[src/rtl/pfg_pkg.sv]
package pfg_pkg;

  // Regions of the control frame, in wire order.
  typedef enum logic [2:0] {
    FLD_DST,
    FLD_SRC,
    FLD_TYPE,
    FLD_OPC,
    FLD_QNT,
    FLD_PAD
  } fld_e;

  // Start offsets of each region; fixed by the frame layout.
  localparam int unsigned OFS_SRC  = 6;
  localparam int unsigned OFS_TYPE = 12;
  localparam int unsigned OFS_OPC  = 14;
  localparam int unsigned OFS_QNT  = 16;
  localparam int unsigned OFS_PAD  = 18;

  function automatic fld_e field_of(input int unsigned pos);
    if (pos < OFS_SRC)       return FLD_DST;
    else if (pos < OFS_TYPE) return FLD_SRC;
    else if (pos < OFS_OPC)  return FLD_TYPE;
    else if (pos < OFS_QNT)  return FLD_OPC;
    else if (pos < OFS_PAD)  return FLD_QNT;
    else                     return FLD_PAD;
  endfunction

endpackage

[src/rtl/pfg_field_mux.sv]
module pfg_field_mux
  import pfg_pkg::*;
#(
  parameter int unsigned IDX_W    = 6,
  parameter logic [47:0] DST_MAC  = 48'h0180C2000001,
  parameter logic [15:0] ETH_TYPE = 16'h8808,
  parameter logic [15:0] OPCODE   = 16'h0001
) (
  input  logic [IDX_W-1:0] idx,
  input  logic [47:0]      src_q,
  input  logic [15:0]      qnt_q,
  output logic [7:0]       data
);

  int unsigned pos;
  assign pos = 32'(idx);

  always_comb begin
    data = 8'h00;
    unique case (field_of(pos))
      FLD_DST:  data = 8'(DST_MAC >> (8 * (OFS_SRC - 1 - pos)));
      FLD_SRC:  data = 8'(src_q >> (8 * (OFS_TYPE - 1 - pos)));
      FLD_TYPE: data = (pos == OFS_TYPE) ? ETH_TYPE[15:8] : ETH_TYPE[7:0];
      FLD_OPC:  data = (pos == OFS_OPC)  ? OPCODE[15:8]   : OPCODE[7:0];
      FLD_QNT:  data = (pos == OFS_QNT)  ? qnt_q[15:8]    : qnt_q[7:0];
      default:  data = 8'h00;
    endcase
  end

endmodule

[src/rtl/pfg_trigger.sv]
module pfg_trigger (
  input  logic clk,
  input  logic rst_n,
  input  logic host_req,
  input  logic wmark_req,
  input  logic busy,
  output logic start
);

  logic pend_q;
  logic req_any;

  assign req_any = host_req | wmark_req;
  // Start as soon as the sequencer is free; a live request needs no latch cycle.
  assign start   = !busy && (pend_q || req_any);

  always_ff @(posedge clk) begin
    if (!rst_n) begin
      pend_q <= 1'b0;
    end else if (start) begin
      pend_q <= 1'b0;
    end else begin
      pend_q <= pend_q | req_any;
    end
  end

endmodule

[src/rtl/pfg_sequencer.sv]
module pfg_sequencer #(
  parameter int unsigned FRAME_BYTES = 60,
  parameter int unsigned IDX_W       = 6
) (
  input  logic             clk,
  input  logic             rst_n,
  input  logic             start,
  input  logic             ready,
  output logic             active,
  output logic [IDX_W-1:0] idx,
  output logic             first,
  output logic             last
);

  localparam logic [IDX_W-1:0] LAST_IDX = IDX_W'(FRAME_BYTES - 1);

  logic adv;

  assign adv   = active && ready;
  assign first = active && (idx == '0);
  assign last  = active && (idx == LAST_IDX);

  always_ff @(posedge clk) begin
    if (!rst_n) begin
      active <= 1'b0;
      idx    <= '0;
    end else if (start) begin
      active <= 1'b1;
      idx    <= '0;
    end else if (adv) begin
      if (idx == LAST_IDX) begin
        active <= 1'b0;
        idx    <= '0;
      end else begin
        idx <= idx + 1'b1;
      end
    end
  end

endmodule

[src/rtl/pause_frame_gen.sv]
module pause_frame_gen #(
  parameter int unsigned FRAME_BYTES = 60,
  parameter logic [47:0] DST_MAC     = 48'h0180C2000001,
  parameter logic [15:0] ETH_TYPE    = 16'h8808,
  parameter logic [15:0] OPCODE      = 16'h0001
) (
  input  logic        clk,
  input  logic        rst_n,
  input  logic        host_req,
  input  logic        wmark_req,
  input  logic [47:0] station_addr,
  input  logic [15:0] pause_quanta,
  input  logic        tx_ready,
  output logic        tx_valid,
  output logic [7:0]  tx_data,
  output logic        tx_sof,
  output logic        tx_eof
);

  localparam int unsigned IDX_W = $clog2(FRAME_BYTES);

  logic             start;
  logic             active;
  logic [IDX_W-1:0] idx;
  logic [47:0]      src_q;
  logic [15:0]      qnt_q;

  pfg_trigger u_trigger (
    .clk       (clk),
    .rst_n     (rst_n),
    .host_req  (host_req),
    .wmark_req (wmark_req),
    .busy      (active),
    .start     (start)
  );

  pfg_sequencer #(
    .FRAME_BYTES (FRAME_BYTES),
    .IDX_W       (IDX_W)
  ) u_seq (
    .clk    (clk),
    .rst_n  (rst_n),
    .start  (start),
    .ready  (tx_ready),
    .active (active),
    .idx    (idx),
    .first  (tx_sof),
    .last   (tx_eof)
  );

  // Snapshot of the frame's variable fields, taken only at frame start.
  always_ff @(posedge clk) begin
    if (!rst_n) begin
      src_q <= '0;
      qnt_q <= '0;
    end else if (start) begin
      src_q <= station_addr;
      qnt_q <= pause_quanta;
    end
  end

  pfg_field_mux #(
    .IDX_W    (IDX_W),
    .DST_MAC  (DST_MAC),
    .ETH_TYPE (ETH_TYPE),
    .OPCODE   (OPCODE)
  ) u_mux (
    .idx   (idx),
    .src_q (src_q),
    .qnt_q (qnt_q),
    .data  (tx_data)
  );

  assign tx_valid = active;

endmodule

[config.mk]
export PLATFORM = sky130hd
export DESIGN_NAME = pause_frame_gen
export DESIGN_NICKNAME = d
export VERILOG_FILES = /design/src/rtl/pfg_pkg.sv /design/src/rtl/pfg_field_mux.sv /design/src/rtl/pfg_trigger.sv /design/src/rtl/pfg_sequencer.sv /design/src/rtl/pause_frame_gen.sv
export SDC_FILE = /design/constraint.sdc
export NUM_CORES = 1
export LEC_CHECK = 0
export BUFFER_PORTS_ARGS = -buffer_cell sky130_fd_sc_hd__buf_2
export CAP_MARGIN = 10
export CORE_ASPECT_RATIO = 1.5
export CORE_MARGIN = 2
export CORE_UTILIZATION = 49
export DETAILED_ROUTE_END_ITERATION = 7
export PLACE_DENSITY = 0.76
export SYNTH_ARGS = -nofsm -noshare
export SYNTH_HDL_FRONTEND = slang
export SYNTH_SLANG_ARGS = --single-unit
[constraint.sdc]
create_clock -name clk -period 3 [get_ports clk]
set_input_delay 0.6 -clock clk [delete_from_list [all_inputs] [get_ports clk]]
set_output_delay 0.6 -clock clk [all_outputs]
set_load 0.1 [all_outputs]
==> results of run 1 <==
## per-layer routing
metal | vias to the layer above | share of wire
met1 | 1500 | 0.39
met2 | 77 | 0.55
met3 | 18 | 0.031
li1 | 1615 | -
met5 | - | 0
met4 | 0 | 0.028
## registers in the layout, indices dropped and copies added (netlist names)
name              cells
src_q                48
qnt_q                16
u_seq.idx             6
u_seq.active          1
u_trigger.pend_q      1
## what timing repair did
action | CTS | global route
pin swaps | 4 | 7
setup buffers | 4 | 1
resized for setup | 4 | 1
endpoints found under the setup margin | 6 | 8
## how the worst min path moves through the flow
stage / from / slack [ns] / endpoint
after floorplan: qnt_q[0] / 0.44 / qnt_q[0]
after global placement: qnt_q[8] / 0.45 / qnt_q[8]
after detailed placement: qnt_q[8] / 0.46 / qnt_q[8]
after CTS: qnt_q[8] / 0.47 / qnt_q[8]
after global routing: qnt_q[2] / 0.49 / qnt_q[2]
final: qnt_q[0] / 0.46 / qnt_q[0]
## report_power, final
group / total, uW / internal (uW) / leakage [uW] / switching (uW)
clock: 654 / 317 / 0.0000899 / 337
combinational: 291 / 126 / 0.00116 / 166
sequential: 1060 / 1020 / 0.000594 / 46.2
total: 2010 / 1460 / 0.00185 / 549
## cell usage after synthesis, types with 2 or more instances
cell type | instances | area [sq um]
a21o_1 | 2 | 15.01
nand3_1 | 8 | 40.04
mux2i_1 | 15 | 150.1
nand2_1 | 135 | 506.7
mux2_2 | 7 | 78.83
o21ai_0 | 2 | 10.01
nand2b_1 | 4 | 25.02
o32ai_1 | 2 | 17.52
xor2_1 | 2 | 17.52
xnor2_1 | 4 | 35.03
o22ai_1 | 3 | 18.77
buf_4 | 3 | 22.52
buf_2 | 11 | 55.05
o211ai_1 | 4 | 30.03
nand4_1 | 5 | 31.28
ha_1 | 10 | 125.1
dfxtp_1 | 72 | 1441
clkbuf_1 | 17 | 63.81
mux4_2 | 6 | 135.1
and3_1 | 2 | 12.51
inv_1 | 5 | 18.77
nor2_1 | 13 | 48.80
and2_1 | 3 | 18.77
o221ai_1 | 2 | 17.52
a21boi_0 | 65 | 488.0
a22oi_1 | 5 | 37.54
## metrics by stage
stage | power [uW] | setup WS (ns) | TNS, ns
2_1_floorplan | 1257 | -0.2951 | -0.4114
3_3_place_gp | 1367 | 0.3782 | 0
3_5_place_dp | 1375 | 0.3141 | 0
4_1_cts | 2021 | -0.04717 | -0.1459
5_1_grt | 2097 | -0.08745 | -0.4196
6_report | 2007 | 0.001199 | 0
## worst min-delay path, cell delays in order, from the launching register on
cell and delay, ns:
dfxtp_1 0.31, nand2_1 0.04, a21boi_0 0.07
## layout make-up
cell class | instances | area share
Sequential cell | 72 | 0.3128
Tap cell | 100 | 0.02703
Clock inverter | 4 | 0.004325
Multi-Input combinational cell | 318 | 0.4758
Timing Repair Buffer | 96 | 0.1425
Inverter | 5 | 0.006218
Clock buffer | 12 | 0.03136
## logic make-up after synthesis
| group | count (synthesis) |
|---|---|
| AOI/OAI and AO/OA | 93 |
| DFF | 72 |
| xor gates and xnor gates | 6 |
| adders and majority gates | 10 |
| muxes | 28 |
| and+or+nand+nor | 181 |
| buffers and inverters | 37 |
==> impl_results.md, run 1 <==
- Cell family with most CP delay: simple AND/OR/NAND/NOR gates
- Cell Area, Synth: 0.003662 sq mm
- Drt pass-1 iters: 4
- Largest family of logic cells by synthesized area: simple AND/OR/NAND/NOR gates
- Top_reg_cell synth: dfxtp_1
- Cell Rows: 38
- Initial DRC count: 129
- Fin crit share: 0.9996
- Cells along the critical path: inv_8 -> ha_4 -> or4b_4 -> a221oi_4 -> nand2_4 -> o22ai_4 -> buf_12
- Worst EP required: 2.40 ns
- CTS Hold Buffers Added: 0
- Endpoints failing setup: 0
- Worst-case clock skew: 0.009460 ns
- Most common cell after layout, fill and taps aside: nand2_1
- Clk pin slew, worst setup/hold paths: 0.07 ns
- Fillers: 645
- Initial antenna violation count: 0
- Layout cells sized above 1: 0.2959
- Min-Delay Path Class: reg -> reg
- Worst reg2reg path depth: 7
- Post-layout util: 0.6404
- Fin nets: 581
- P per Cell Area: 433.6 mW/mm^2
- Slew Viols, Final: 0
- Vias per Instance: 5.288
- I/O Pins: 80
- Post-DP HPWL: 7.223 mm
- # diodes: 0
- Sequential Area: 0.001448 sq mm
- GRT Max-Usage Layer: met2
- Die area: 0.008196 sq mm
- Levels on crit path: 7
- Hold Path Depth: 2
- Max rail drop VDD: 0.0003257 V
- Die height: 109.9 um
- Final std cells w/o fill: 607
- I/O Buffers: 79
- Pin count of the biggest net entering global routing: 41
- Mux contribution to synthesized area: 0.09942
- CTS Root Cell: clkbuf_8
- Core area: 0.007227 sq mm
- RSZ-0062 raised after global routing: yes
- CP max stage cell: or4b_4
- EDFF count, synth: 0
- CTS sink count: 72
- Area share of fa/ha/maj cells after synthesis: 0.03416
- Area Growth Syn to Fin: 26.38%
- FFs w/ async S/R, synth: 0
- Fin area: 0.004628 sq mm
- Crit path capture: tx_data[4]
- Routability cong.: 0.8820
- Worst path buffer plus inverter count: 2
- Post-route ant nets: 0
- Origin of the critical flop-to-flop path: u_seq.idx[0]
- Multi-input gate area: 0.002202 sq mm
- DRC: 0
- Max-cap viol count: 0
- WL final: 9.300 mm
- Vias: 3,210
- CTS max path bufs: 2
- Maximum fanout along the worst path: 6
- Placement-stage cell area: 0.004404 sq mm
- #FFs+latches synth: 72
- Least-Margin Pin Slew: 0.6592 ns
- WHS: 0.4642 ns
- Hold Violations, Final: 0
- M3 GR Usage: 0.05683
- Max frequency: 0.3335 GHz
- Met1 GRT Util: 0.2500
- Initial core utilization: 0.5068
- Tot GR Track Use: 0.2348
- Crit path from: u_seq.idx[2]
- Syn Nets: 506
- Synth Area in Compound Gates: 0.1999
- Total CTS buffers: 9
- Most frequent cells in the layout: nand2_1, buf_2, dfxtp_1, a21boi_0
- Flop-to-flop setup slack: 0.99 ns
- Worst flop-to-flop path endpoint: u_seq.idx[1]
- Skew-Pair Late Insertion Delay: 0.35 ns
- Critical Path Sink Type: output port
- Met2 Use GR: 0.4248
- Slowest cell delay on critical path: 0.46 ns
- Tmin final: 2.999 ns
- Yosys synthesis warning count: 0
- Critical Path AT: 2.40 ns
- Synth unique cells: 46
- Slew HR: 0.5605
- Sequential fraction of the synthesis area: 0.3936
- Post-Synth XOR/XNOR Area: 0.01435
- H-Tree Depth: 3
- Startpoint Class: register
- Synthesized area per cell: 8.577 sq um
- Global route total overflow: 0
- Synth Area in Simple Gates: 0.2118
- Vias in the first global route: 3,010
- Placed Instances: 586
- CP Class: reg -> out
- Total leakage power: 0.001846 uW
- Mapped Cells: 427
- Global-route wire length before repair: 14.36 mm
- Die W: 74.59 um
- CTS tree: yes
- Outcome: complete, no violations
- Wirelength per Cell: 15.32 um
(Power assumes the default switching activity.)
==> inputs of run 2 (changes only) <==
==> constraint.sdc (replaced) <==
create_clock -name clk -period 2.7 [get_ports clk]
set_input_delay 0.54 -clock clk [delete_from_list [all_inputs] [get_ports clk]]
set_output_delay 0.54 -clock clk [all_outputs]
set_load 0.1 [all_outputs]
==> impl_results.md, run 2 (synthesis gave the netlist of run 1 again) <==
- Slew Viols, Final: 0
- Slowest cell delay on critical path: 0.46 ns
- Critical Path Sink Type: output port
- I/O Buffers: 79
- Clk pin slew, worst setup/hold paths: 0.08 ns
- Die area: 0.008196 sq mm
- Cells along the critical path: inv_8 -> ha_4 -> or4b_4 -> a221oi_4 -> buf_4 -> nand3_2 -> o211ai_1 -> buf_12
- WL final: 9.213 mm
- Hold Violations, Final: 0
- # diodes: 0
- I/O Pins: 80
- Slew HR: 0.5680
- H-Tree Depth: 3
- Maximum fanout along the worst path: 5
- Fin crit share: 1.096
- Cell Rows: 38
- CTS max path bufs: 2
- Crit path capture: tx_data[6]
- CTS Hold Buffers Added: 0
- Vias in the first global route: 3,191
- Origin of the critical flop-to-flop path: u_seq.idx[2]
- Largest Register: src_q
- CTS sink count: 72
- Pwr Total: 2442 uW
- Pin count of the biggest net entering global routing: 65
- RSZ-0062 raised after global routing: yes
- Die W: 74.59 um
- Sequential Area: 0.001449 sq mm
- Post-DP HPWL: 6.851 mm
- Tmin final: 2.960 ns
- Initial DRC count: 126
- Critical Path AT: 2.42 ns
- Wirelength per Cell: 15.08 um
- DRC: 0
- Worst reg2reg path depth: 8
- Flop-to-flop setup slack: 0.96 ns
- Multi-input gate area: 0.002227 sq mm
- Global route total overflow: 0
- Max rail drop VDD: 0.0003601 V
- Worst EP required: 2.16 ns
- CP Class: reg -> out
- Area Growth Syn to Fin: 30.03%
- Post-route ant nets: 0
- Worst-case clock skew: 0.008028 ns
- Placement-stage cell area: 0.004451 sq mm
- Initial antenna violation count: 0
- Max layer used: met4
- Max FFs per register: 48
- CTS tree: yes
- Vias per Instance: 5.327
- Vias: 3,255
- Worst flop-to-flop path endpoint: u_seq.idx[0]
- Drt pass-1 iters: 4
- Setup WS post-layout: -0.2602 ns
- Regs by FF count: src_q x48, qnt_q x16, u_seq.idx x6
- CTS Root Cell: clkbuf_8
- Total CTS buffers: 9
- Met2 Wirelength: 5.032 mm
- Fin area: 0.004762 sq mm
- Most common cell after layout, fill and taps aside: nand2_1
- Failing checks: setup timing
- Outcome: finished, violations left
- Core area: 0.007227 sq mm
- CP max stage cell: or4b_4
- Total leakage power: 0.001899 uW
- Startpoint Class: register
- Initial core utilization: 0.5068
- Max frequency: 0.3378 GHz
- Global-route wire length before repair: 14.98 mm
- Max-cap viol count: 0
- Fin nets: 585
- Post-layout util: 0.6589
- Die height: 109.9 um
- Crit path from: u_seq.idx[2]
- Tot GR Track Use: 0.2457
- Routability cong.: 0.8813
- Least-Margin Pin Slew: 0.6480 ns
- Endpoints failing setup: 8
- Min-Delay Path Class: in -> reg
- Most frequent cells in the layout: nand2_1, buf_2, dfxtp_1, a21boi_0, buf_4
- Met3 routed WL: 337 um
- P per Cell Area: 512.8 mW/mm^2
- Skew-Pair Late Insertion Delay: 0.36 ns
- Fillers: 628
- Layout cells sized above 1: 0.3131
- WL met1: 3.501 mm
run 2: critical path: cells and delay by family (launching register included):
| family | cells | cell delay (ns) |
|---|---|---|
| AND/OR/NAND/NOR | 2 | 0.52 |
| AO/OA/AOI/OAI | 2 | 0.46 |
| buffers and inverters | 3 | 0.44 |
| flip-flops | 1 | 0.40 |
| adder cells (fa/ha/maj) | 1 | 0.24 |
run 2: where the power goes:
part / switching [uW] / total [uW] / internal (uW) / leakage [uW]
Clock: 398 / 938 / 541 / 0.000116
Combinational: 195 / 337 / 142 / 0.00119
Sequential: 39.4 / 1170 / 1130 / 0.000595
Total: 632 / 2440 / 1810 / 0.00190
run 2: per-layer routing:
| metal | up-vias | global-route usage |
|---|---|---|
| li1 | 1622 | - |
| met1 | 1533 | 0.2683 |
| met2 | 75 | 0.4336 |
| met3 | 25 | 0.05225 |
| met4 | 0 | 0.1301 |
| met5 | - | 0 |
run 2: how the worst min path moves through the flow:
stage	start	endpoint	slack (ns)	depth (start not counted)
2_1_floorplan	qnt_q[0]	qnt_q[0]	0.44	2
3_3_place_gp	qnt_q[0]	qnt_q[0]	0.45	2
3_5_place_dp	qnt_q[6]	qnt_q[6]	0.46	2
4_1_cts	station_addr[39]	src_q[39]	0.41	3
5_1_grt	pause_quanta[2]	qnt_q[2]	0.42	3
6_report	pause_quanta[2]	qnt_q[2]	0.42	3
run 2: stage by stage:
step / std cells / worst slack, ns / hold slack, ns / TNS [ns]
after floorplan: 427 / -0.5351 / 0.4380 / -2.046
after global placement: 587 / 0.1387 / 0.4475 / 0
after detailed placement: 587 / 0.07364 / 0.4554 / 0
after CTS: 610 / -0.2816 / 0.4140 / -1.841
after global routing: 611 / -0.3364 / 0.4184 / -2.374
final: 611 / -0.2602 / 0.4241 / -1.718
run 2: cell type report:
| cell class | instances | area share |
|---|---|---|
| clock buffer | 10 | 0.02890 |
| clock inverter | 6 | 0.01708 |
| inverter | 5 | 0.006043 |
| multi-input combinational | 318 | 0.4677 |
| sequential | 72 | 0.3043 |
| tap | 100 | 0.02627 |
| timing repair buffer | 100 | 0.1498 |
run 2: repair_timing:
item,in CTS,in global routing
buffers inserted,7,1
pin swaps,6,6
gates resized for setup,5,3
endpoints found under the setup margin,8,8
gates cloned,0,0
==> inputs of run 3 (changes only) <==
--- a/config.mk
+++ b/config.mk
@@ -12,6 +12,7 @@
 export CORE_UTILIZATION = 49
 export DETAILED_ROUTE_END_ITERATION = 7
 export PLACE_DENSITY = 0.76
+export SKIP_CTS_REPAIR_TIMING = 1
 export SYNTH_ARGS = -nofsm -noshare
 export SYNTH_HDL_FRONTEND = slang
 export SYNTH_SLANG_ARGS = --single-unit
==> impl_results.md, run 3 (synthesis gave the netlist of run 1 again) <==
- Outcome: finished, violations left
- Failing checks: setup timing
- Fin crit share: 1.109
- Vias in the first global route: 3,132
- Placement-stage cell area: 0.004451 sq mm
- Slowest cell delay on critical path: 0.46 ns
- WHS: 0.4266 ns
- # diodes: 0
- Max FFs per register: 48
- DRC: 0
- CP Class: reg -> out
- Min-Delay Path Class: in -> reg
- Endpoints failing setup: 8
- Global-route wire length before repair: 14.59 mm
- Drt pass-1 iters: 4
- CTS max path bufs: 2
- Cell family with most CP delay: simple AND/OR/NAND/NOR gates
- Setup WS post-layout: -0.2951 ns
- Most common cell after layout, fill and taps aside: nand2_1
- Tot GR Track Use: 0.2397
- Most frequent cells in the layout: nand2_1, buf_2, dfxtp_1, a21boi_0, mux2i_1
- H-Tree Depth: 3
- I/O Buffers: 79
- Slew Viols, Final: 0
- Largest Register: src_q
- Vias per Instance: 5.329
- Flop-to-flop setup slack: 1.05 ns
- Routability cong.: 0.8813
- Global route total overflow: 0
- Startpoint Class: register
- CTS Root Cell: clkbuf_8
- Max-cap viol count: 0
- Total CTS buffers: 9
- Hold Violations, Final: 0
- Total leakage power: 0.001870 uW
- Die area: 0.008196 sq mm
- CTS sink count: 72
- Skew-Pair Late Insertion Delay: 0.36 ns
- P per Cell Area: 520.7 mW/mm^2
- Cell Rows: 38
- CTS tree: yes
- Post-layout util: 0.6491
- Maximum fanout along the worst path: 7
- Critical Path AT: 2.46 ns
- I/O Pins: 80
- Layout cells sized above 1: 0.2970
- Clk pin slew, worst setup/hold paths: 0.08 ns
- RSZ-0062 raised after global routing: yes
- Initial antenna violation count: 0
- Least-Margin Pin Slew: 0.6551 ns
- Initial core utilization: 0.5068
- Worst path buffer plus inverter count: 2
- Worst-case clock skew: 0.01034 ns
- Area Growth Syn to Fin: 28.08%
- Pin count of the biggest net entering global routing: 65
- Max frequency: 0.3339 GHz
- Setup_tns: -2.003 ns
- Slew HR: 0.5632
- Critical Path Sink Type: output port
- Core area: 0.007227 sq mm
- Wirelength per Cell: 14.98 um
- Die W: 74.59 um
- Die height: 109.9 um
- Worst EP required: 2.16 ns
- WL final: 9.062 mm
- Initial DRC count: 120
- Vias: 3,224
- Tmin final: 2.995 ns
- Fin nets: 579
- Max rail drop VDD: 0.0003601 V
- Post-route ant nets: 0
- Regs by FF count: src_q x48, qnt_q x16, u_seq.idx x6
- CP max stage cell: or4b_4
- Post-DP HPWL: 6.851 mm
- Fin area: 0.004691 sq mm
- Cells along the critical path: inv_8 -> ha_4 -> or4b_4 -> a221oi_4 -> nand2_4 -> o22ai_4 -> buf_12
run 3: cell count changes in the layout (fill, tap and decap cells not counted), sizes merged:
cell and delta:
buf -6
run 3: metal layers:
metal  GRT usage  share of wire  vias up
met1      0.2632           0.39     1528
met2      0.4235           0.54       68
met3     0.04858          0.033       18
met5           0              0        -
li1            -              -     1610
met4      0.1263          0.033        0
run 3: cell type report:
class,count,area [sq um]
fillers,639,2536
multi-input cells,318,2202
flip-flops and latches,72,1448
repair buffers,94,668.1
clock buffers,10,137.6
well taps,100,125.1
clock inverters,6,81.33
inverters,5,28.78
run 3: through the flow:
stage / std cells / total power [uW] / setup slack (ns)
4_1_cts: 603 / 2458 / -0.3156
3_5_place_dp: 587 / 1528 / 0.07364
2_1_floorplan: 427 / 1398 / -0.5351
5_1_grt: 605 / 2544 / -0.3788
6_report: 605 / 2442 / -0.2951
3_3_place_gp: 587 / 1518 / 0.1387
run 3: worst register-to-register path, stage by stage, from the launching register on:
cell and delay (ns):
dfxtp_2 0.35, buf_4 0.27, inv_4 0.08, ha_1 0.27, mux2_2 0.26, nand2_1 0.06, o21ai_0 0.09, and2_1 0.17
run 3: worst paths after layout:
kind	start	end	cells past startpoint
max	u_seq.idx[2]	tx_data[4]	7
min	pause_quanta[2]	qnt_q[2]	3
max reg2reg	u_seq.idx[1]	u_seq.idx[1]	7
min reg2reg	src_q[22]	src_q[22]	2
run 3: report_power, final:
group	total (uW)	internal, uW	switching, uW
combinational	337	142	195
sequential	1170	1130	39.1
clock	939	541	398
total	2440	1810	632
